--- src/rtl/ptrain_pkg.sv ---
package ptrain_pkg;
  localparam int DATA_W  = 32;
  localparam int RATE_W  = 27;
  localparam int LEN_LSB = 27;
  localparam int LEN_W   = 5;
  localparam int CNT_W   = 16;
  localparam int DLY_LSB = 16;
  localparam int DLY_W   = 12;
  localparam int ADDR_W  = 3;

  localparam logic [ADDR_W-1:0] A_RATE = 3'd0;
  localparam logic [ADDR_W-1:0] A_PAT  = 3'd1;
  localparam logic [ADDR_W-1:0] A_LOOP = 3'd2;
  localparam logic [ADDR_W-1:0] A_EN   = 3'd3;
  localparam logic [ADDR_W-1:0] A_FLAG = 3'd4;
endpackage

--- src/rtl/ptrain_regs.sv ---
module ptrain_regs
  import ptrain_pkg::*;
(
  input  logic              clk,
  input  logic              rst,
  input  logic              wr_en,
  input  logic [ADDR_W-1:0] wr_addr,
  input  logic [DATA_W-1:0] wr_data,
  input  logic              rd_en,
  input  logic [ADDR_W-1:0] rd_addr,
  output logic [DATA_W-1:0] rd_data,
  input  logic              run,
  input  logic              finish,
  output logic              start,
  output logic              stop,
  output logic [RATE_W-1:0] rate,
  output logic [LEN_W-1:0]  len_code,
  output logic [DATA_W-1:0] pattern,
  output logic [CNT_W-1:0]  loops,
  output logic [DLY_W-1:0]  gap,
  output logic              done
);
  logic cfg_wr;
  assign cfg_wr = wr_en && !run;
  assign start  = wr_en && (wr_addr == A_EN) && wr_data[0] && !run && (rate != '0);
  assign stop   = wr_en && (wr_addr == A_EN) && !wr_data[0];

  always_ff @(posedge clk) begin
    if (rst) begin
      rate     <= '0;
      len_code <= '0;
      pattern  <= '0;
      loops    <= '0;
      gap      <= '0;
    end else if (cfg_wr) begin
      case (wr_addr)
        A_RATE: begin
          rate     <= wr_data[RATE_W-1:0];
          len_code <= wr_data[LEN_LSB +: LEN_W];
        end
        A_PAT:  pattern <= wr_data;
        A_LOOP: begin
          loops <= wr_data[CNT_W-1:0];
          gap   <= wr_data[DLY_LSB +: DLY_W];
        end
        default: ;
      endcase
    end
  end

  always_ff @(posedge clk) begin
    if (rst) done <= 1'b0;
    else if (finish) done <= 1'b1;
    else if (wr_en && (wr_addr == A_FLAG) && wr_data[0]) done <= 1'b0;
  end

  always_ff @(posedge clk) begin
    if (rst) rd_data <= '0;
    else if (rd_en) begin
      case (rd_addr)
        A_RATE:  rd_data <= {len_code, rate};
        A_PAT:   rd_data <= pattern;
        A_LOOP:  rd_data <= {{(DATA_W-DLY_LSB-DLY_W){1'b0}}, gap, loops};
        A_EN:    rd_data <= {{(DATA_W-1){1'b0}}, run};
        A_FLAG:  rd_data <= {{(DATA_W-1){1'b0}}, done};
        default: rd_data <= '0;
      endcase
    end
  end
endmodule

--- src/rtl/ptrain_div.sv ---
module ptrain_div #(
  parameter int W = 27
) (
  input  logic         clk,
  input  logic         rst,
  input  logic         start,
  input  logic         run,
  input  logic [W-1:0] rate,
  output logic         tick
);
  logic [W-1:0] cnt;

  always_ff @(posedge clk) begin
    if (rst || !(run || start)) cnt <= '0;
    else if (start)             cnt <= rate;
    else if (cnt == W'(1))      cnt <= rate;
    else                        cnt <= cnt - W'(1);
  end

  assign tick = run && (cnt == W'(1));
endmodule

--- src/rtl/ptrain_seq.sv ---
module ptrain_seq
  import ptrain_pkg::*;
(
  input  logic              clk,
  input  logic              rst,
  input  logic              start,
  input  logic              stop,
  input  logic              tick,
  input  logic [LEN_W-1:0]  len_code,
  input  logic [DATA_W-1:0] pattern,
  input  logic [CNT_W-1:0]  loops,
  input  logic [DLY_W-1:0]  gap,
  output logic              run,
  output logic              out,
  output logic              finish
);
  logic [LEN_W-1:0] idx;
  logic [CNT_W-1:0] rep;
  logic [DLY_W-1:0] gcnt;
  logic             in_gap;
  logic             sq;
  logic             last_bit;

  assign sq       = (len_code == '0);
  assign last_bit = !sq && !in_gap && (idx == '0);
  assign finish   = run && tick && !stop && last_bit &&
                    (loops != '0) && (rep == loops - CNT_W'(1));

  always_ff @(posedge clk) begin
    if (rst) begin
      run <= 1'b0; out <= 1'b0; idx <= '0; rep <= '0; in_gap <= 1'b0; gcnt <= '0;
    end else if (stop) begin
      run <= 1'b0; out <= 1'b0; in_gap <= 1'b0;
    end else if (start) begin
      run    <= 1'b1;
      rep    <= '0;
      in_gap <= 1'b0;
      idx    <= len_code;
      out    <= sq ? 1'b1 : pattern[len_code];
    end else if (tick) begin
      if (sq) begin
        out <= !out;
      end else if (in_gap) begin
        if (gcnt == DLY_W'(1)) begin
          in_gap <= 1'b0;
          idx    <= len_code;
          out    <= pattern[len_code];
        end else begin
          gcnt <= gcnt - DLY_W'(1);
        end
      end else if (idx != '0) begin
        idx <= idx - LEN_W'(1);
        out <= pattern[idx - LEN_W'(1)];
      end else if (finish) begin
        run <= 1'b0;
        out <= 1'b0;
      end else begin
        rep <= rep + CNT_W'(1);
        if (gap != '0) begin
          in_gap <= 1'b1;
          gcnt   <= gap;
          out    <= 1'b0;
        end else begin
          idx <= len_code;
          out <= pattern[len_code];
        end
      end
    end
  end
endmodule

--- src/rtl/ptrain_gen.sv ---
module ptrain_gen
  import ptrain_pkg::*;
(
  input  logic              clk,
  input  logic              rst,
  input  logic              wr_en,
  input  logic [ADDR_W-1:0] wr_addr,
  input  logic [DATA_W-1:0] wr_data,
  input  logic              rd_en,
  input  logic [ADDR_W-1:0] rd_addr,
  output logic [DATA_W-1:0] rd_data,
  output logic              pt_out,
  output logic              irq
);
  logic              start, stop, tick, run, finish;
  logic [RATE_W-1:0] rate;
  logic [LEN_W-1:0]  len_code;
  logic [DATA_W-1:0] pattern;
  logic [CNT_W-1:0]  loops;
  logic [DLY_W-1:0]  gap;

  ptrain_regs u_regs (
    .clk(clk), .rst(rst), .wr_en(wr_en), .wr_addr(wr_addr), .wr_data(wr_data),
    .rd_en(rd_en), .rd_addr(rd_addr), .rd_data(rd_data),
    .run(run), .finish(finish), .start(start), .stop(stop),
    .rate(rate), .len_code(len_code), .pattern(pattern),
    .loops(loops), .gap(gap), .done(irq)
  );

  ptrain_div #(.W(RATE_W)) u_div (
    .clk(clk), .rst(rst), .start(start), .run(run), .rate(rate), .tick(tick)
  );

  ptrain_seq u_seq (
    .clk(clk), .rst(rst), .start(start), .stop(stop), .tick(tick),
    .len_code(len_code), .pattern(pattern), .loops(loops), .gap(gap),
    .run(run), .out(pt_out), .finish(finish)
  );
endmodule

--- config.mk ---
export PLATFORM = sky130hd
export DESIGN_NAME = ptrain_gen
export DESIGN_NICKNAME = d
export VERILOG_FILES = /design/src/rtl/ptrain_pkg.sv /design/src/rtl/ptrain_regs.sv /design/src/rtl/ptrain_div.sv /design/src/rtl/ptrain_seq.sv /design/src/rtl/ptrain_gen.sv
export SDC_FILE = /design/constraint.sdc
export NUM_CORES = 1
export LEC_CHECK = 0
export BUFFER_PORTS_ARGS = -buffer_cell sky130_fd_sc_hd__buf_4
export CORE_UTILIZATION = 25
export CTS_CLUSTER_DIAMETER = 120
export CTS_CLUSTER_SIZE = 8
export DETAILED_ROUTE_END_ITERATION = 12
export GPL_TIMING_DRIVEN = 0
export PLACE_DENSITY = 0.5
export SLEW_MARGIN = 5
export SYNTH_ARGS = -nofsm -noshare
export SYNTH_HDL_FRONTEND = slang
export SYNTH_SLANG_ARGS = --single-unit
--- constraint.sdc ---
create_clock -name clk -period 5.05 [get_ports clk]
set_clock_uncertainty 0.15 [all_clocks]
set_input_delay 0.505 -clock clk [delete_from_list [all_inputs] [get_ports clk]]
set_output_delay 0.505 -clock clk [all_outputs]
set_load 0.02 [all_outputs]
==> flow_metrics.py, run 1 <==
metrics = {
    "power": {
        "p_leak_uw": 0.00415,
        "p_total_uw": 3320,
        "powerDensity_nw_per_um2": 286,
        "vdd_drop_max_mv": 0.243,
    },
    "sta": {
        "worstMarginPinSlew_ns": 1.28,
        "setup_tns_ns": 0,
        "max_freq_ghz": 0.241,
        "final-setup-viol-count": 0,
        "slew_viol_final": 0,
        "timing.final.crit_share": 0.823,
        "worst_slew_margin_rel": 0.140,
        "rsz0062_at_grt": "false",
        "hold_violations": 0,
        "finalCriticalPeriod_ns": 4.15,
    },
    "die": {
        "dieWidth_um": 200,
        "fp.coreArea_um2": 38600,
        "fp-row-count": 72,
        "die_area_um2": 40000,
        "start_util": 0.253,
        "io_pins": 76,
        "fp.dieH_um": 200,
    },
    "routing": {
        "drtAntennaViolNets": 0,
        "vias_per_cell": 5.06,
        "wirelength_um": 35600,
        "drtIter0Drc": 678,
        "vias": 9446,
        "firstDrtPassIters": 5,
        "avgRoutedWirePerCell_um": 19.1,
        "drc": 0,
    },
    "worst_setup_path": {
        "crit_family": "simple AND/OR/NAND/NOR gates",
        "crit_type": "reg -> reg",
        "start_kind": "flop",
        "slowest_delay_ns": 1.00,
        "crit_required_ns": 5.20,
        "slowest_stage": "nor3_1",
        "crit_path_end_kind": "flop",
        "arrival_ns": 4.31,
        "crit_fanout": 10,
        "reg2reg_slack_ns": 0.90,
        "path_buf_inv": 1,
        "cp_cell_sequence": "nor4_1 > nand4_1 > nor3_1 > nand4_1 > nor3_1 > nor4bb_1 > buf_6 > o221ai_1 > nand2_1 > o32ai_1",
    },
    "flow_run": {
        "max_cap_viol_count": 0,
    },
    "place": {
        "portBuffers": 75,
        "place_congestion": 0.902,
        "dpl.hpwl_um": 27100,
    },
    "synth": {
        "ys_ff_latch": 188,
        "synthesis.area_um2": 9800,
        "synth_cells": 1243,
        "ys_types": 66,
        "yosys_warnings": 0,
        "async_reset_ff_frac": 0,
        "synth_flop_cell": "dfxtp_1",
        "synth-edff-count": 0,
        "synth_nets": 1292,
        "synth_seq_area_share": 0.384,
        "synth_area_per_cell_um2": 7.88,
    },
    "run_status": {
        "status": "finished, final reports clean",
    },
    "grt": {
        "grt_max_degree": 17,
        "antenna_found_initial": 0,
        "grt_use_total": 0.182,
        "overflow": 0,
        "grt_first_pass_wirelength_um": 54000,
        "grt_pass1_vias": 8800,
    },
    "clock_network": {
        "cts_hold_buf": 0,
        "clock_sinks": 188,
        "cts_tree": "done",
        "clk_pin_slew_ns": 0.08,
        "cts_buffers": 17,
        "cts.repair.resized": 0,
        "clkLatencyLatePin_ns": 0.46,
        "root_buffer": "clkbuf_16",
        "cts_setup_buffers": 0,
        "htreeDepth": 4,
        "clockBufferDepth": 2,
    },
    "cells_and_area": {
        "nFillCells": 4218,
        "antenna_cells": 0,
        "layout.nets": 1386,
        "final_layout_size_suffix_gt1_frac": 0.110,
        "layout-area-overhead-vs-synth_pct": 18.6,
        "fin_util": 0.301,
    },
    "worst_hold_path": {
        "min_path_type": "in -> reg",
    },
}
-- per-stage QoR --
stage | hold WS, ns | setup WS, ns | instances | cell area, um2
floorplan | 0.290 | 1.66 | 1243 | 9800
CTS | 0.140 | 0.988 | 1868 | 11600
global placement | 0.319 | 1.01 | 1836 | 11000
detailed placement | 0.325 | 0.997 | 1836 | 11000
finish | 0.161 | 0.895 | 1868 | 11600
global route | 0.142 | 0.563 | 1868 | 11600
-- cells in the mapped netlist (all sizes together) (20+ instances only) --
cell      n  area [um2]
a211oi   26         195
a21oi   153         766
clkbuf   75         282
dfxtp   188        3760
mux2i    31         310
mux4     20         450
nand2   258         968
nand3    21         105
nor2    105         394
nor2b    36         225
nor3     34         170
nor4     33         251
o21ai    47         235
xnor2    39         342
-- path summary, 6_finish.rpt --
check | start | endpoint | cells after the start
worst min register to register | u_seq.gcnt[10]$_SDFFE_PP0P_ | u_seq.gcnt[10]$_SDFFE_PP0P_ | 2
worst min-delay path | wr_data[20] | u_regs.pattern[20]$_SDFFE_PP0P_ | 3
worst max register to register | u_div.cnt[15]$_SDFF_PP0_ | u_seq.idx[4]$_SDFFE_PP0P_ | 10
worst max-delay path | u_div.cnt[15]$_SDFF_PP0_ | u_seq.idx[4]$_SDFFE_PP0P_ | 10
-- cell usage in the layout, fill, tap and decap left out, types with 7 or more instances in the layout --
cell type | Yosys | final
xor2_1 | 16 | 16
nor4_1 | 30 | 30
o211ai_1 | 7 | 7
nor3_1 | 34 | 34
nand4_1 | 11 | 11
inv_1 | 16 | 16
nand2_1 | 258 | 258
nand3_1 | 21 | 21
buf_4 | 0 | 75
mux4_2 | 20 | 20
or3_1 | 10 | 10
xnor2_1 | 39 | 39
a211oi_1 | 26 | 26
ha_1 | 7 | 7
nor2_1 | 105 | 105
o21ai_0 | 45 | 45
clkbuf_1 | 75 | 77
nor2b_1 | 36 | 36
a21oi_1 | 153 | 153
nand2b_1 | 8 | 8
clkbuf_16 | 0 | 17
dfxtp_1 | 188 | 188
mux2i_1 | 31 | 31
-- power by group --
part	total [uW]	internal [uW]	switching (uW)
Sequential	1530	1500	28.1
Clock	1430	798	632
Combinational	356	131	225
-- routing by layer --
layer / vias up / global-route usage / part of all wire
li1: 4552 / - / -
met1: 4551 / 0.243 / 0.45
met2: 297 / 0.297 / 0.47
met3: 46 / 0.0287 / 0.050
met4: 0 / 0.0608 / 0.023
met5: - / 0 / 0
-- sequential cells by signal (all words and copies together), names as in the netlist, 12 cells and up --
name            flops
u_regs.pattern     32
u_regs.rd_data     32
u_div.cnt          27
u_regs.rate        27
u_regs.loops       16
u_seq.rep          16
u_regs.gap         12
u_seq.gcnt         12
-- cell type report --
class	count	area, um2	share of cell area
Multi-Input combinational cell	954	5630	0.485
Timing Repair Buffer	75	563	0.0485
Buffer	85	338	0.0291
Sequential cell	188	3760	0.324
Inverter	16	60.1	0.00517
Clock buffer	20	447	0.0385
Tap cell	518	648	0.0558
Clock inverter	12	160	0.0138
-- worst min-delay path, stage by stage --
cell and delay (ns):
buf_4 0.12, nand2_1 0.05, a21oi_1 0.05
-- cell families after synthesis --
family | Yosys count | share of synthesized area
buf+inv | 101 | 0.0406
simple gates | 558 | 0.267
flops | 188 | 0.384
mux | 56 | 0.0838
xor+xnor | 55 | 0.0492
compound gates | 278 | 0.166
fa+ha+maj | 7 | 0.00894
Note: power is estimated with default switching activity, not from simulation.
==> run 2: changes to the inputs <==
--- a/config.mk
+++ b/config.mk
@@ -5,13 +5,14 @@
 export SDC_FILE = /design/constraint.sdc
 export NUM_CORES = 1
 export LEC_CHECK = 0
+export ABC_AREA = 1
 export BUFFER_PORTS_ARGS = -buffer_cell sky130_fd_sc_hd__buf_4
 export CORE_UTILIZATION = 25
 export CTS_CLUSTER_DIAMETER = 120
 export CTS_CLUSTER_SIZE = 8
 export DETAILED_ROUTE_END_ITERATION = 12
 export GPL_TIMING_DRIVEN = 0
-export PLACE_DENSITY = 0.5
+export PLACE_DENSITY = 0.51
 export SLEW_MARGIN = 5
 export SYNTH_ARGS = -nofsm -noshare
 export SYNTH_HDL_FRONTEND = slang
==> constraint.sdc (replaced) <==
create_clock -name clk -period 3.8 [get_ports clk]
set_clock_uncertainty 0.15 [all_clocks]
set_input_delay 0.38 -clock clk [delete_from_list [all_inputs] [get_ports clk]]
set_output_delay 0.38 -clock clk [all_outputs]
set_load 0.02 [all_outputs]
==> run 2 against run 1 <==
Worst hold slack worse by 0.095 ns. Non-clock buffer count shrank 11. Sequential share of layout area shrank 1.2 points. Setup slack worse by 0.53 ns. Cell count increased by 16%. First-iteration DRC count is 25% higher. Critical endpoint is now u_seq.gcnt[6]$_SDFFE_PP0P_. Largest cell class unchanged.
==> flow_metrics.py, run 2 <==
metrics = {
    "place": {
        "dpl.hpwl_um": 30600,
        "portBuffers": 75,
        "place_inst": 2134,
        "place_congestion": 0.975,
    },
    "grt": {
        "grt_use_total": 0.184,
        "grt_max_degree": 19,
        "grt_pass1_vias": 9950,
        "overflow": 0,
        "antenna_found_initial": 0,
        "grt_first_pass_wirelength_um": 57600,
    },
    "flow_run": {
        "max_cap_viol_count": 0,
    },
    "cells_and_area": {
        "instances_no_fill": 2165,
        "largest_registers": "u_regs.pattern: 32 flops, u_regs.rd_data: 32 flops",
        "final_layout_size_suffix_gt1_frac": 0.104,
        "final_common_cell": "nand2_1",
        "layout-area-overhead-vs-synth_pct": 17.8,
        "antenna_cells": 0,
        "layout_common_cells": "nand2_1 (308), dfxtp_1 (188), inv_1 (172)",
        "layout.nets": 1677,
        "nFillCells": 4510,
    },
    "run_status": {
        "status": "finished, final reports clean",
    },
    "sta": {
        "timing.final.crit_share": 0.903,
        "worst_slew_margin_rel": 0.247,
        "rsz0062_at_grt": "false",
        "hold_violations": 0,
        "finalCriticalPeriod_ns": 3.43,
        "setup_tns_ns": 0,
        "worstMarginPinSlew_ns": 1.12,
        "slew_viol_final": 0,
        "final-setup-viol-count": 0,
        "max_freq_ghz": 0.292,
    },
    "worst_setup_path": {
        "crit_type": "reg -> reg",
        "arrival_ns": 3.63,
        "cp_cell_sequence": "inv_1 > nand4_2 > nand2_1 > nor4_1 > o21ai_1 > nor3_2 > nand2_4 > buf_6 > o21ai_1 > nor2_1",
        "slowest_stage": "nor4_1",
        "start_kind": "flop",
        "crit_family": "simple AND/OR/NAND/NOR gates",
        "crit_required_ns": 4.00,
        "path_buf_inv": 2,
        "crit_path_end_kind": "flop",
        "crit_top_cell": "o21ai_1",
        "slowest_delay_ns": 0.97,
        "crit_fanout": 10,
    },
    "power": {
        "clock_power_share": 0.413,
        "p_switching_uw": 1360,
        "vdd_drop_max_mv": 0.251,
        "p_leak_uw": 0.00493,
        "powerDensity_nw_per_um2": 380,
        "pwr-share-comb": 0.140,
        "p_int_uw": 3220,
        "switching_share": 0.298,
        "p_seq_frac": 0.448,
    },
    "synth": {
        "synth_common_cells": "nand2_1 (308), dfxtp_1 (188), inv_1 (172), o21ai_0 (160), a21oi_1 (152)",
        "synth_cells": 1534,
        "synth_top_area_frac": 0.368,
        "synth_nets": 1583,
        "ys_ff_latch": 188,
        "async_reset_ff_frac": 0,
        "synth_top_cell_by_area": "dfxtp_1",
        "ys_types": 45,
        "yosys_warnings": 0,
        "synth_seq_area_share": 0.368,
        "ys_top_cells_by_area": "dfxtp_1 (37%), nand2_1 (11%), o21ai_0 (7.8%)",
        "synth.most_common_cell": "nand2_1",
        "synth_area_per_cell_um2": 6.66,
        "synthesis.area_um2": 10200,
        "synth_flop_cell": "dfxtp_1",
        "synth-edff-count": 0,
    },
    "clock_network": {
        "cts_buffers": 17,
        "root_buffer": "clkbuf_16",
        "clockBufferDepth": 2,
        "cts_hold_buf": 0,
        "htreeDepth": 4,
        "clk_pin_slew_ns": 0.08,
        "cts_tree": "done",
        "cts.repair.resized": 0,
        "cts_setup_buffers": 0,
        "clkLatencyLatePin_ns": 0.46,
        "clock_sinks": 188,
    },
    "die": {
        "io_pins": 76,
        "die_area_um2": 41700,
        "fp-row-count": 73,
        "start_util": 0.256,
        "dieWidth_um": 204,
        "fp.dieH_um": 204,
        "fp.coreArea_um2": 40000,
    },
    "routing": {
        "drtIter0Drc": 845,
        "drc": 0,
        "vias_per_cell": 4.79,
        "avgRoutedWirePerCell_um": 17.6,
        "drtAntennaViolNets": 0,
        "firstDrtPassIters": 7,
        "vias": 10400,
        "wirelength_um": 38000,
    },
    "worst_hold_path": {
        "min_path_type": "in -> reg",
    },
}
run 2: layer usage:
metal | global-route usage | share of wire | up-vias
met1 | 0.237 | 0.45 | 4832
met2 | 0.306 | 0.48 | 246
met3 | 0.0336 | 0.052 | 45
met4 | 0.0642 | 0.023 | 0
li1 | - | - | 5238
met5 | 0 | 0 | -
run 2: area by class of cell:
class | instances | area (um2) | area share
repair buffers | 75 | 563 | 0.0467
plain buffers | 74 | 323 | 0.0268
multi-input cells | 1082 | 5420 | 0.450
clock buffers | 17 | 425 | 0.0353
clock inverters | 14 | 178 | 0.0148
well taps | 525 | 657 | 0.0545
flip-flops and latches | 188 | 3760 | 0.312
inverters | 190 | 718 | 0.0596
run 2: stage by stage:
stage	power [uW]	area, um2	hold slack [ns]	setup slack (ns)	utilization
final	4580	12000	0.0657	0.370	0.301
after global routing	4770	12000	0.0749	0.150	0.301
after CTS	4620	12000	0.0524	0.514	0.301
after detailed placement	2730	11400	0.311	0.522	0.286
after global placement	2730	11400	0.301	0.509	0.286
after floorplan	2500	10200	0.284	1.31	-
run 2: worst min-delay path: stages:
cell and delay [ns]:
buf_4 0.12, nor2_1 0.05, nor2_1 0.08
run 2: cells by family (layout without fill, tap and decap cells):
group           after synthesis  count (layout)  synth area share
buf+inv                     264             370             0.102
compound gates              390             390             0.205
flops                       188             188             0.368
fa+ha+maj                     7               7           0.00857
simple gates                639             639             0.276
xor+xnor                     46              46            0.0401
run 2: worst paths after layout:
check | start | slack, ns | cells after the start | endpoint
worst min register to register | u_regs.rd_data[28]$_SDFFE_PP0P_ | 0.32 | 2 | u_regs.rd_data[28]$_SDFFE_PP0P_
worst max register to register | u_regs.len_code[2]$_SDFFE_PP0P_ | 0.37 | 10 | u_seq.gcnt[6]$_SDFFE_PP0P_
worst max-delay path | u_regs.len_code[2]$_SDFFE_PP0P_ | 0.37 | 10 | u_seq.gcnt[6]$_SDFFE_PP0P_
worst min-delay path | wr_data[22] | 0.07 | 3 | u_regs.gap[6]$_SDFFE_PP0P_
run 2: power by group through the flow:
stage,Clock (uW),Combinational [uW],Sequential (uW)
after floorplan,0,417,2090
after global placement,0,635,2100
after detailed placement,0,634,2100
after CTS,1930,637,2050
after global routing,2000,710,2060
final,1890,639,2050
